File: src/rtl/ucs_pkg.sv
package ucs_pkg;
  localparam int UADDR_W = 4;
  localparam int CTRL_W  = 16;
  localparam int SEQ_W   = 2;
  localparam int OPC_W   = 6;
  localparam int WORD_W  = CTRL_W + SEQ_W;
  localparam int NWORDS  = 1 << UADDR_W;

  typedef enum logic [SEQ_W-1:0] {
    SEQ_HOME   = 2'b00,
    SEQ_DISP_A = 2'b01,
    SEQ_DISP_B = 2'b10,
    SEQ_STEP   = 2'b11
  } seq_e;

  localparam logic [OPC_W-1:0] OPC_LOAD   = 6'b100011;
  localparam logic [OPC_W-1:0] OPC_STORE  = 6'b101011;
  localparam logic [OPC_W-1:0] OPC_ALU    = 6'b000000;
  localparam logic [OPC_W-1:0] OPC_BRANCH = 6'b000100;
  localparam logic [OPC_W-1:0] OPC_JUMP   = 6'b000010;

  // Default sequencing field per word; unused words go home.
  function automatic seq_e seq_default(input int unsigned idx);
    case (idx)
      0, 3, 6: seq_default = SEQ_STEP;
      1:       seq_default = SEQ_DISP_A;
      2:       seq_default = SEQ_DISP_B;
      default: seq_default = SEQ_HOME;
    endcase
  endfunction

  // Table A: decode-time targets.
  function automatic logic [UADDR_W-1:0] disp_a_lookup(input logic [OPC_W-1:0] op);
    case (op)
      OPC_LOAD, OPC_STORE: disp_a_lookup = 4'd2;
      OPC_ALU:             disp_a_lookup = 4'd6;
      OPC_BRANCH:          disp_a_lookup = 4'd8;
      OPC_JUMP:            disp_a_lookup = 4'd9;
      default:             disp_a_lookup = '0;
    endcase
  endfunction

  // Table B: memory-access split.
  function automatic logic [UADDR_W-1:0] disp_b_lookup(input logic [OPC_W-1:0] op);
    case (op)
      OPC_LOAD:  disp_b_lookup = 4'd3;
      OPC_STORE: disp_b_lookup = 4'd5;
      default:   disp_b_lookup = '0;
    endcase
  endfunction

  function automatic logic [UADDR_W-1:0] uaddr_step(input logic [UADDR_W-1:0] a);
    uaddr_step = UADDR_W'(a + 1'b1);
  endfunction

  // Placeholder control pattern used when no contents are supplied.
  function automatic logic [NWORDS*CTRL_W-1:0] ctrl_pack_default();
    logic [NWORDS*CTRL_W-1:0] v;
    v = '0;
    for (int i = 0; i < NWORDS; i++) begin
      v[i*CTRL_W +: CTRL_W] = CTRL_W'(16'h0101 * i);
    end
    ctrl_pack_default = v;
  endfunction
endpackage

File: src/rtl/ucs_store.sv
module ucs_store
  import ucs_pkg::*;
#(
  parameter logic [NWORDS*CTRL_W-1:0] CTRL_INIT = ctrl_pack_default()
) (
  input  logic               clk,
  input  logic               rst,
  input  logic               wr_en,
  input  logic [UADDR_W-1:0] wr_addr,
  input  logic [WORD_W-1:0]  wr_data,
  input  logic [UADDR_W-1:0] rd_addr,
  output logic [WORD_W-1:0]  rd_word
);
  logic [WORD_W-1:0] mem [NWORDS];

  always_ff @(posedge clk) begin
    if (rst) begin
      for (int i = 0; i < NWORDS; i++) begin
        mem[i] <= {CTRL_INIT[i*CTRL_W +: CTRL_W], SEQ_W'(seq_default(unsigned'(i)))};
      end
    end else if (wr_en) begin
      mem[wr_addr] <= wr_data;
    end
  end

  assign rd_word = mem[rd_addr];
endmodule

File: src/rtl/ucs_dispatch.sv
module ucs_dispatch
  import ucs_pkg::*;
#(
  parameter int TABLE_ID = 1
) (
  input  logic [OPC_W-1:0]   opcode,
  output logic [UADDR_W-1:0] target
);
  generate
    if (TABLE_ID == 1) begin : g_table_a
      assign target = disp_a_lookup(opcode);
    end else begin : g_table_b
      assign target = disp_b_lookup(opcode);
    end
  endgenerate
endmodule

File: src/rtl/ucs_next.sv
module ucs_next
  import ucs_pkg::*;
(
  input  logic [SEQ_W-1:0]   sel,
  input  logic [UADDR_W-1:0] cur,
  input  logic [UADDR_W-1:0] tgt_a,
  input  logic [UADDR_W-1:0] tgt_b,
  output logic [UADDR_W-1:0] nxt
);
  always_comb begin
    unique case (seq_e'(sel))
      SEQ_HOME:   nxt = '0;
      SEQ_DISP_A: nxt = tgt_a;
      SEQ_DISP_B: nxt = tgt_b;
      SEQ_STEP:   nxt = uaddr_step(cur);
      default:    nxt = '0;
    endcase
  end
endmodule

File: src/rtl/ucs_sequencer.sv
module ucs_sequencer
  import ucs_pkg::*;
#(
  parameter logic [NWORDS*CTRL_W-1:0] CTRL_INIT = ctrl_pack_default()
) (
  input  logic               clk,
  input  logic               rst,
  input  logic [OPC_W-1:0]   opcode,
  input  logic               wr_en,
  input  logic [UADDR_W-1:0] wr_addr,
  input  logic [WORD_W-1:0]  wr_data,
  output logic [CTRL_W-1:0]  ctrl,
  output logic [UADDR_W-1:0] uaddr
);
  logic [UADDR_W-1:0] upc;
  logic [UADDR_W-1:0] upc_next;
  logic [WORD_W-1:0]  cur_word;
  logic [SEQ_W-1:0]   seq_sel;
  logic [UADDR_W-1:0] disp_a_tgt;
  logic [UADDR_W-1:0] disp_b_tgt;

  ucs_store #(.CTRL_INIT(CTRL_INIT)) u_store (
    .clk(clk), .rst(rst), .wr_en(wr_en), .wr_addr(wr_addr),
    .wr_data(wr_data), .rd_addr(upc), .rd_word(cur_word)
  );

  ucs_dispatch #(.TABLE_ID(1)) u_disp_a (.opcode(opcode), .target(disp_a_tgt));
  ucs_dispatch #(.TABLE_ID(2)) u_disp_b (.opcode(opcode), .target(disp_b_tgt));

  assign seq_sel = cur_word[SEQ_W-1:0];

  ucs_next u_next (
    .sel(seq_sel), .cur(upc), .tgt_a(disp_a_tgt), .tgt_b(disp_b_tgt), .nxt(upc_next)
  );

  always_ff @(posedge clk) begin
    if (rst) upc <= '0;
    else     upc <= upc_next;
  end

  assign ctrl  = cur_word[WORD_W-1:SEQ_W];
  assign uaddr = upc;
endmodule

File: config.mk
export PLATFORM = sky130hd
export DESIGN_NAME = ucs_sequencer
export DESIGN_NICKNAME = d
export VERILOG_FILES = /design/src/rtl/ucs_pkg.sv /design/src/rtl/ucs_store.sv /design/src/rtl/ucs_dispatch.sv /design/src/rtl/ucs_next.sv /design/src/rtl/ucs_sequencer.sv
export SDC_FILE = /design/constraint.sdc
export NUM_CORES = 1
export LEC_CHECK = 0
export ABC_AREA = 1
export CELL_PAD_IN_SITES_DETAIL_PLACEMENT = 2
export CELL_PAD_IN_SITES_GLOBAL_PLACEMENT = 2
export CORE_MARGIN = 3
export CORE_UTILIZATION = 42
export DETAILED_ROUTE_END_ITERATION = 7
export DONT_BUFFER_PORTS = 1
export GPL_TIMING_DRIVEN = 0
export HOLD_SLACK_MARGIN = 0.03
export PLACE_DENSITY = 0.86
export SYNTH_ARGS = -nofsm -noshare
export SYNTH_HDL_FRONTEND = slang
export SYNTH_SLANG_ARGS = --single-unit
export TNS_END_PERCENT = 100
File: constraint.sdc
create_clock -name clk -period 1.9 [get_ports clk]
set_input_delay 0 -clock clk [delete_from_list [all_inputs] [get_ports clk]]
set_output_delay 0 -clock clk [all_outputs]
set_load 0.02 [all_outputs]
# After elaboration in Yosys (flattened, before gate mapping)
# Memories as Yosys holds them, arrays and structs flattened. A register that Yosys moved wholly into a read port is not among the register bits.
# Index checks and enable logic that the tools add are counted.
[word_totals] out_inout_bits=20 n_memories=1 mem_bits_rw=288 word_cells=30 in_bits=31 reg_bits=4
[mem_list] memory="u_store.mem" depth=16 width=18 rd=1 rd_clocked_by_memory_dff=1 wr=16 line="ucs_store.sv:14" text="logic [WORD_W-1:0] mem [NWORDS];"
[classes] n_reduce_logical=4 eq_ne=7 add_sub_neg=1 muxes=16
[op_table] operator="one-hot mux 4 bit (4 select lines)" n=2
[op_table] operator="2-to-1 mux 18 bit" n=1
[op_table] operator="OR reduction 18 bit" n=1
[op_table] operator="equality test 6 bit (second input constant)" n=2
[op_table] operator="2-to-1 mux 2 bit" n=4
[op_table] operator="2-to-1 mux 4 bit" n=2
[op_table] operator="equality test 6 x 2 -> 1 bit (second input constant)" n=1
[op_table] operator="equality test 6 x 3 -> 1 bit (second input constant)" n=1
[op_table] operator="logical NOT 6 bit" n=1
[op_table] operator="2-to-1 mux 1 bit" n=6
[op_table] operator="one-hot mux 3 bit (2 select lines)" n=1
[op_table] operator="adder 4 x 1 -> 4 bit (second input constant)" n=1
[op_table] operator="equality test 2 bit (second input constant)" n=2
[op_table] operator="equality test 2 x 1 -> 1 bit (second input constant)" n=1
[op_table] operator="logical NOT 2 bit" n=1
[op_table] operator="OR reduction 2 bit" n=1

# Depth between registers and ports, before layout
# Gate-level depths: netlist of the first run.
[depth] word_depth=5 mapped_depth=13 mapped_depth_nobuf=12

# By module
# Synthesis of the first run repeated with hierarchy kept, for this count alone.
[unflattened] cells_unflattened=1641 area_unflattened_um2=14327.5
[by_module_without_submodules] mod="ucs_store" area_per_inst_um2=13939.6 seq_area_each_um2=8648.3 cells_each=1568 instances=1
[by_module_without_submodules] mod="ucs_next" area_per_inst_um2=140.1 seq_area_each_um2=0.0 cells_each=28 instances=1
[by_module_without_submodules] mod="ucs_sequencer" area_per_inst_um2=110.1 seq_area_each_um2=80.1 cells_each=12 instances=1
[by_module_without_submodules] mod="ucs_dispatch (u_disp_a)" area_per_inst_um2=82.6 seq_area_each_um2=0.0 cells_each=20 instances=1
[by_module_without_submodules] mod="ucs_dispatch (u_disp_b)" area_per_inst_um2=55.1 seq_area_each_um2=0.0 cells_each=13 instances=1

# Least setup slack after synthesis of the first run
# OpenSTA, ideal clock, no wires.
[synth_timing] path_type="input to register" from="in rst" to="mem u_store.mem[4][0] (netlist bit), enable pin" required_time_ns=1.525 t_arrival_ns=1.202 n_path_buf=1 setup_slack_ns=0.323 setup_time_ns=0.375 cell_stages=8 cell_sequence="inv_2 -> nand2_1 -> inv_2 -> nand2_1 -> nor2_1 -> clkinv_1 -> buf_2 -> nand2_1"
[synth_lines] item="from (decl)" line="ucs_sequencer.sv:7" text="input logic rst,"
[synth_lines] item="to (decl)" line="ucs_store.sv:14"

==> results.yml, run 1 <==
grt:
  grt_pass1_wl_microns: 104000
  grt_pass1_vias: 13400
  grt_max_degree: 20
  antenna_found_initial: 6
  overflow: 0
  grtUsageTotal: 0.442
synth:
  synth_top_area_frac: 0.656
  ys_types: 29
  yosys_most_used_dff: "edfxtp_1"
  synth_edf_count: 288
  synth_top_area_cell: "edfxtp_1"
  yosysMostFrequentCell: "nor2_1"
  postSynthAreaPerCell_sq_um: 10.4
  async_flop_share: 0
  synth_warnings: 0
  netlist_top_cells_count: "365 x nor2_1, 288 x edfxtp_1, 155 x nand2_1, 129 x o21ai_0, 58 x inv_1"
  synthTopCellsByArea: "edfxtp_1 66%, nor2_1 10%, o21ai_0 4.9%"
  synth_nets: 1300
  seq_area_frac_synth: 0.662
  ys_ff_latch: 292
  syn_area_sq_um: 13200
  synthCells: 1268
worst_setup_path:
  regToRegStartpoint: "uaddr[0]"
  critPathMaxFanout: 10
  cp-end-kind: "output port"
  reg2reg_depth: 11
  r2r_setup_slack_ns: -0.43
  cp.arrival_ns: 2.85
  cp-start-kind: "flop"
  required_ns: 1.90
  worstSetupPathType: "flop to output port"
  r2r-end: "uaddr[3]"
cts:
  h-tree-depth: 2
  clk-insertion-delay-late_ns: 0.56
  clock_sinks: 292
  numCtsBuffers: 34
  cts_tree: "done"
  cts.path.max_buffers: 3
  clockRootBuffer: "clkbuf_16"
  path_clk_slew_ns: 0.09
worst_hold_path:
  hold_path_depth: 5
  holdCritPathClass: "primary input to flop"
  holdPathEnd: "u_store.mem[15][4]"
  holdCritStartpoint: "wr_addr[1]"
power:
  power_leakage_nw: 6.32
  ir_drop_uv: 808
  p_total_mw: 18.1
  pwr_density_cell_nw_per_um2: 1040
placed_design:
  hpwl_microns: 38000
  gp_congestion: 0.886
  dp_slack_ns: -0.817
  io_buffers: 0
  placed_cells: 1664
  dpl_cell_area_sq_um: 13700
die:
  core_area_sq_um: 30700
  dieArea_sq_um: 33600
  row_count: 64
  start_util: 0.429
  io-pin-count: 51
  die_y_microns: 183
  die_w_microns: 183
sta:
  worst_slack_ns: -0.945
  tns_ns: -12.07
  fin_crit_ns: 2.85
  max-slew-margin-rel: 0.280
  worst_pin_slew_ns: 1.08
  finalCritPeriodShare: 1.50
  hold_viol: 0
  rsz0062_at_grt: "true"
  drv_slew: 0
  skew_ns: 0.0150
  fmax_ghz: 0.351
  setup-violations-final: 60
job:
  cap_violations: 0
status:
  status: "finished, violations left"
  violations: "negative setup slack"
finish:
  area_growth_pct: 31.6
  fin_area_sq_um: 17400
  regArea_sq_um: 8740
  drive_gt1_frac: 0.246
  stdcell_count: 1826
  finish.net_count: 1434
  nFillCells: 2869
  multiInputGateArea_sq_um: 4610
drt:
  routedWlPerCell_microns: 46.5
  initialDrtViolationCount: 2464
  drc: 0
  ant_nets: 0
  dr_total_vias: 13300
  vias_per_cell: 7.30
  drtPass1Iterations: 8
  finalWirelength_microns: 84800
==> worst max-delay path, cell delays in order (launching register included) <==
cell and delay, ns:
dfxtp_4 0.47, inv_8 0.08, buf_12 0.15, buf_12 0.16
o21ai_1 0.57, o221ai_1 0.24, o211ai_1 0.33, nand2_2 0.26
==> cells by family after synthesis <==
family                     after synthesis  synth area share
DFF                                    292             0.662
adders and majority gates                1          0.000949
and+or+nand+nor                        588             0.180
xor gates and xnor gates                 2           0.00133
AOI/OAI and AO/OA                      211            0.0985
buffers and inverters                  174            0.0579
==> registers in the layout (all words and copies together) (netlist names) <==
name         count
uaddr            4
u_store.mem    288
==> layout make-up <==
type                    instances  area share
diodes                          3    0.000433
multi-input cells             802       0.266
clock buffers                  39      0.0501
plain buffers                  90      0.0562
flip-flops and latches        292       0.503
clock inverters                22      0.0117
inverters                      81      0.0190
well taps                     396      0.0286
repair buffers                101      0.0647
==> per-layer routing <==
metal  GRT usage  vias up  wire [microns]  share of wire
met2       0.695     1469           36200           0.43
met5           0        -             164         0.0019
met1       0.537     6607           28600           0.34
met3       0.119      603           11100           0.13
li1            -     4642               -              -
met4       0.295       10            8840           0.10
==> where the power goes <==
part	switching (mW)	total, mW	internal (mW)
sequential	0.277	7.73	7.45
clock	3.50	7.24	3.75
combinational	2.18	3.12	0.935
total	5.95	18.1	12.1
==> layout by cell type (no fill, tap or decap), drive strengths merged <==
cell type and n:
clkinv 19, dfxtp 4, inv 79, o22ai 16
nand2 157, nor2 373, o211ai 17, clkinvlp 2
dlygate4sd3 58, bufbuf 2, nor3 1, a21oi 1
diode 3, o21ai 129, edfxtp 288, clkbuf 82
ha 1, buf 88, o221ai 48, nand3 55
nor3b 1, xor2 2, nor4 1, bufinv 3
==> how the worst max path moves through the flow <==
stage	to	start
after floorplan	u_store.mem[4][0]	rst
after global placement	u_store.mem[2][2]	rst
after detailed placement	ctrl[10]	uaddr[1]
after CTS	ctrl[11]	uaddr[0]
after global routing	ctrl[9]	uaddr[0]
final	ctrl[3]	uaddr[0]
==> metrics by stage <==
stage,hold WS [ns],util
floorplan,0.0691,-
global placement,0.0724,0.445
detailed placement,0.0727,0.445
CTS,0.0313,0.535
global route,0.0826,0.564
finish,0.0387,0.564
==> timing repair <==
action                     in CTS  in global routing
hold endpoints to repair      172                  6
setup endpoints to repair     146                167
cloned                          4                  5
resized for setup             257                168
setup buffers                  16                 18
pin swaps                      51                 72
hold buffers                   57                  1
Power figures use the tool's default switching activity.
==> inputs of run 2 (changes only) <==
- ABC_AREA: 1 -> default
- CORE_UTILIZATION: 42 -> 45
- PLACE_DENSITY: 0.86 -> 0.82
==> results.yml, run 2 <==
die:
  io-pin-count: 51
  row_count: 62
  core_area_sq_um: 29000
  dieArea_sq_um: 31800
  die_w_microns: 178
  start_util: 0.461
  die_y_microns: 178
sta:
  tns_ns: -15.61
  worst_slack_ns: -0.814
  worst_pin_slew_ns: 0.788
  drv_slew: 0
  setup-violations-final: 57
  hold_viol: 0
  max-slew-margin-rel: 0.472
  finalCritPeriodShare: 1.43
  fin_crit_ns: 2.71
  rsz0062_at_grt: "true"
  skew_ns: 0.0233
  fmax_ghz: 0.368
finish:
  top_register: "u_store.mem"
  finish.net_count: 950
  largest_reg_flops: 288
  drive_gt1_frac: 0.237
  final_common_cell: "edfxtp_1"
  area_growth_pct: 17.8
  n_antenna_cell: 0
  nFillCells: 2543
  mostFrequentLayoutCells: "288 x edfxtp_1, 217 x and2_1, 85 x mux4_2, 59 x or3_1, 47 x clkbuf_1"
cts:
  cts.path.max_buffers: 3
  clock_sinks: 292
  numCtsBuffers: 31
  clk-insertion-delay-late_ns: 0.57
  clockRootBuffer: "clkbuf_16"
  h-tree-depth: 1
  holdBufCountCts: 35
  cts_tree: "done"
  path_clk_slew_ns: 0.08
drt:
  dr_total_vias: 8404
  initialDrtViolationCount: 1026
  drtPass1Iterations: 5
  routedWlPerCell_microns: 36.8
  vias_per_cell: 6.34
  drc: 0
  finalWirelength_microns: 48800
  ant_nets: 0
synth:
  postSynthAreaPerCell_sq_um: 16.2
  async_flop_share: 0
  ys_types: 42
  seq_area_frac_synth: 0.653
  synthCells: 827
  synth_warnings: 0
  synthTopCellsByArea: "edfxtp_1 65%, mux4_2 14%, and2_1 10%"
  synth_edf_count: 288
  synth_top_area_frac: 0.647
  yosysMostFrequentCell: "edfxtp_1"
  ys_ff_latch: 292
  syn_area_sq_um: 13400
  yosys_most_used_dff: "edfxtp_1"
  synth_nets: 859
  netlist_top_cells_count: "288 x edfxtp_1, 217 x and2_1, 84 x mux4_2, 59 x or3_1, 56 x clkbuf_1"
  synth_top_area_cell: "edfxtp_1"
placed_design:
  dp_slack_ns: -1.13
  hpwl_microns: 28900
  gp_congestion: 0.789
  io_buffers: 0
worst_setup_path:
  cp-end-kind: "output port"
  cp-start-kind: "flop"
  required_ns: 1.90
  cp.arrival_ns: 2.71
  worstSetupPathType: "flop to output port"
  critPathMaxFanout: 10
grt:
  grt_pass1_vias: 8957
  antenna_found_initial: 5
  grt_max_degree: 19
  overflow: 0
  grt_pass1_wl_microns: 68400
  grtUsageTotal: 0.305
worst_hold_path:
  holdCritPathClass: "primary input to flop"
status:
  status: "finished, violations left"
  violations: "negative setup slack"
job:
  cap_violations: 0
power:
  pwr_density_cell_nw_per_um2: 1220
  ir_drop_uv: 678
  power_leakage_nw: 5.20
## run 2: cell count changes in the layout (fill, tap and decap cells not counted), sizes merged, moves of 78 or more
| cell | change |
|---|---|
| nor2 | -356 |
| and2 | +217 |
| nand2 | -151 |
| o21ai | -125 |
| mux4 | +87 |
| inv | -78 |
## run 2: critical path, cell delays in order (launching register included)
cell     delay (ns)
dfxtp_4        0.44
buf_12         0.16
buf_16         0.16
buf_12         0.17
mux4_2         0.58
mux4_2         0.62
## run 2: what timing repair did
action,in CTS,in global routing
hold endpoints to repair,213,1
pin swaps,0,5
endpoints found under the setup margin,147,243
cloned,3,0
gates resized for setup,42,48
setup buffers,10,12
## run 2: layout make-up
type / instances / area (sq um) / area share
clock inverters: 18 / 110 / 0.00699
well taps: 384 / 480 / 0.0305
inverters: 1 / 3.75 / 0.000238
clock buffers: 38 / 802 / 0.0509
multi-input cells: 464 / 4490 / 0.285
flip-flops and latches: 292 / 8730 / 0.555
plain buffers: 70 / 494 / 0.0314
repair buffers: 58 / 627 / 0.0398
## run 2: per-stage QoR
stage	power (mW)	hold WS [ns]	std cells	area (sq um)	utilization
finish	19.2	0.0576	1325	15700	0.543
global route	19.6	0.0356	1325	15700	0.543
CTS	18.6	0.0317	1315	15500	0.535
detailed placement	12.2	0.184	1211	13900	0.480
global placement	11.9	0.179	1211	13900	0.480
floorplan	10.8	0.143	827	13400	-
## run 2: worst paths after layout
path / from / to / slack [ns] / depth (start not counted)
setup / recovery: uaddr[0] / ctrl[2] / -0.81 / 5
hold / removal: wr_addr[2] / u_store.mem[12][1] / 0.06 / 3
setup reg to reg: uaddr[0] / uaddr[0] / -0.67 / 10
hold reg to reg: u_store.mem[13][1] / uaddr[2] / 0.95 / 3
## run 2: cell families after synthesis
logic type / synth area share
flip-flops: 0.653
XOR/XNOR: 0.00131
AO/OA/AOI/OAI: 0.00814
buffers and inverters: 0.0219
adder cells (fa/ha/maj): 0.000936
AND/OR/NAND/NOR: 0.161
multiplexers: 0.153
## run 2: power breakdown
| part | switching (mW) | internal (mW) | leakage (nW) | total (mW) |
|---|---|---|---|---|
| registers | 0.244 | 7.47 | 2.82 | 7.72 |
| logic | 3.10 | 2.52 | 1.94 | 5.63 |
| clock network | 2.73 | 3.12 | 0.445 | 5.85 |
| total | 6.08 | 13.1 | 5.20 | 19.2 |
## run 2: layer usage
metal  track usage  vias up  wire length, microns
met5             0        -                    34
met4        0.0932        6                  2090
met3        0.0666      121                  3910
met2         0.507      472                 23900
met1         0.405     4502                 18900
li1              -     3303                     -
==> inputs of run 3 (changes only) <==
- MAX_ROUTING_LAYER: default -> met4
==> results.yml, run 3 (synthesis gave the netlist of run 2 again) <==
cts:
  h-tree-depth: 1
  clk-insertion-delay-late_ns: 0.58
  clock_sinks: 292
  numCtsBuffers: 31
  clockRootBuffer: "clkbuf_16"
  path_clk_slew_ns: 0.08
  cts_tree: "done"
  holdBufCountCts: 35
  cts.path.max_buffers: 3
drt:
  drtPass1Iterations: 5
  finalWirelength_microns: 48700
  dr_total_vias: 8575
  vias_per_cell: 6.45
  drc: 0
  initialDrtViolationCount: 1214
  routedWlPerCell_microns: 36.6
  ant_nets: 0
power:
  ir_drop_uv: 714
  p_total_mw: 19.2
  swShare: 0.317
  p_comb_frac: 0.293
  clkPwrFrac: 0.305
  seqPwrFrac: 0.401
  switching_power_mw: 6.10
  power_leakage_nw: 5.20
  pwr_density_cell_nw_per_um2: 1220
  p_int_mw: 13.1
worst_hold_path:
  holdCritPathClass: "primary input to flop"
  hold_path_depth: 4
  holdCritStartpoint: "opcode[5]"
worst_setup_path:
  cp-startpoint: "uaddr[0]"
  reg2reg_depth: 10
  required_ns: 1.90
  cp-start-kind: "flop"
  cp.arrival_ns: 2.73
  regToRegStartpoint: "uaddr[0]"
  worstSetupPathType: "flop to output port"
  cp-end-kind: "output port"
  critPathMaxFanout: 5
placed_design:
  hpwl_microns: 28900
  gp_congestion: 0.800
  io_buffers: 0
  dp_slack_ns: -1.13
sta:
  rsz0062_at_grt: "true"
  max-slew-margin-rel: 0.450
  drv_slew: 0
  skew_ns: 0.0238
  worst_pin_slew_ns: 0.826
  fin_crit_ns: 2.73
  setup-violations-final: 73
  finalCritPeriodShare: 1.44
  hold_viol: 0
  fmax_ghz: 0.366
  worst_slack_ns: -0.831
  tns_ns: -16.23
status:
  violations: "negative setup slack"
  status: "finished, violations left"
finish:
  area_growth_pct: 17.8
  nFillCells: 2566
  mostFrequentLayoutCells: "288 x edfxtp_1, 217 x and2_1, 85 x mux4_2, 59 x or3_1, 47 x clkbuf_1"
  final_common_cell: "edfxtp_1"
  top_register: "u_store.mem"
  largest_reg_flops: 288
  drive_gt1_frac: 0.237
  finish.net_count: 950
die:
  start_util: 0.461
  dieArea_sq_um: 31800
  die_y_microns: 178
  core_area_sq_um: 29000
  row_count: 62
  io-pin-count: 51
  die_w_microns: 178
grt:
  grt_pass1_wl_microns: 68500
  overflow: 0
  grt_pass1_vias: 8914
  grtUsageTotal: 0.315
  antenna_found_initial: 6
  grt_max_degree: 19
job:
  cap_violations: 0
==> run 3: cell types whose count changed in the layout (fill, tap and decap cells not counted) <==
cell,delta
diode_2,+5
nor2_2,+1
nor2_4,-1
==> run 3: through the flow <==
| stage | util | hold WS, ns | cells | instance area, sq um |
|---|---|---|---|---|
| after global placement | 0.480 | 0.179 | 1211 | 13900 |
| after floorplan | - | 0.143 | 827 | 13400 |
| after global routing | 0.543 | 0.0186 | 1330 | 15700 |
| after detailed placement | 0.480 | 0.184 | 1211 | 13900 |
| final | 0.543 | 0.0196 | 1330 | 15700 |
| after CTS | 0.535 | 0.0317 | 1315 | 15500 |
==> run 3: critical path, stage by stage (launching register included) <==
cell and delay, ns:
dfxtp_4 0.44, buf_12 0.16, buf_16 0.17, buf_16 0.15, mux4_2 0.58, mux4_2 0.64
==> run 3: metal layers <==
metal / GRT usage / share of wire / vias up / routed length, microns
met4: 0.0935 / 0.043 / 0 / 2100
li1: - / - / 3318 / -
met1: 0.405 / 0.38 / 4566 / 18600
met3: 0.0673 / 0.084 / 143 / 4110
met2: 0.508 / 0.49 / 548 / 23900
met5: - / 0 / - / 0
==> run 3: power groups by stage <==
stage          registers (mW)  logic, mW  clock network (mW)
3_5_place_dp             7.81       4.38                   0
6_report                 7.72       5.63                5.87
3_3_place_gp             7.75       4.18                   0
2_1_floorplan            7.71       3.08                   0
5_1_grt                  7.74       5.78                6.09
4_1_cts                  7.69       5.20                5.71
==> run 3: final timing paths <==
path,to,slack (ns)
worst max-delay path,ctrl[2],-0.83
worst min-delay path,uaddr[1],0.02
worst max register to register,uaddr[0],-0.64
worst min register to register,uaddr[2],0.96
==> run 3: final cells by class <==
type                    instances  area, sq um  share of cell area
clock buffers                  38          802              0.0509
plain buffers                  70          494              0.0314
multi-input cells             464         4480               0.285
well taps                     384          480              0.0305
inverters                       1         3.75            0.000238
flip-flops and latches        292         8730               0.555
diodes                          5         12.5            0.000794
clock inverters                18          110             0.00699
repair buffers                 58          627              0.0398
==> run 3: repair_timing <==
item | CTS | global route
setup endpoints to repair | 147 | 243
gates resized for setup | 42 | 46
pin swaps | 0 | 5
hold endpoints to repair | 213 | 1
gates cloned | 3 | 0
buffers inserted | 10 | 12
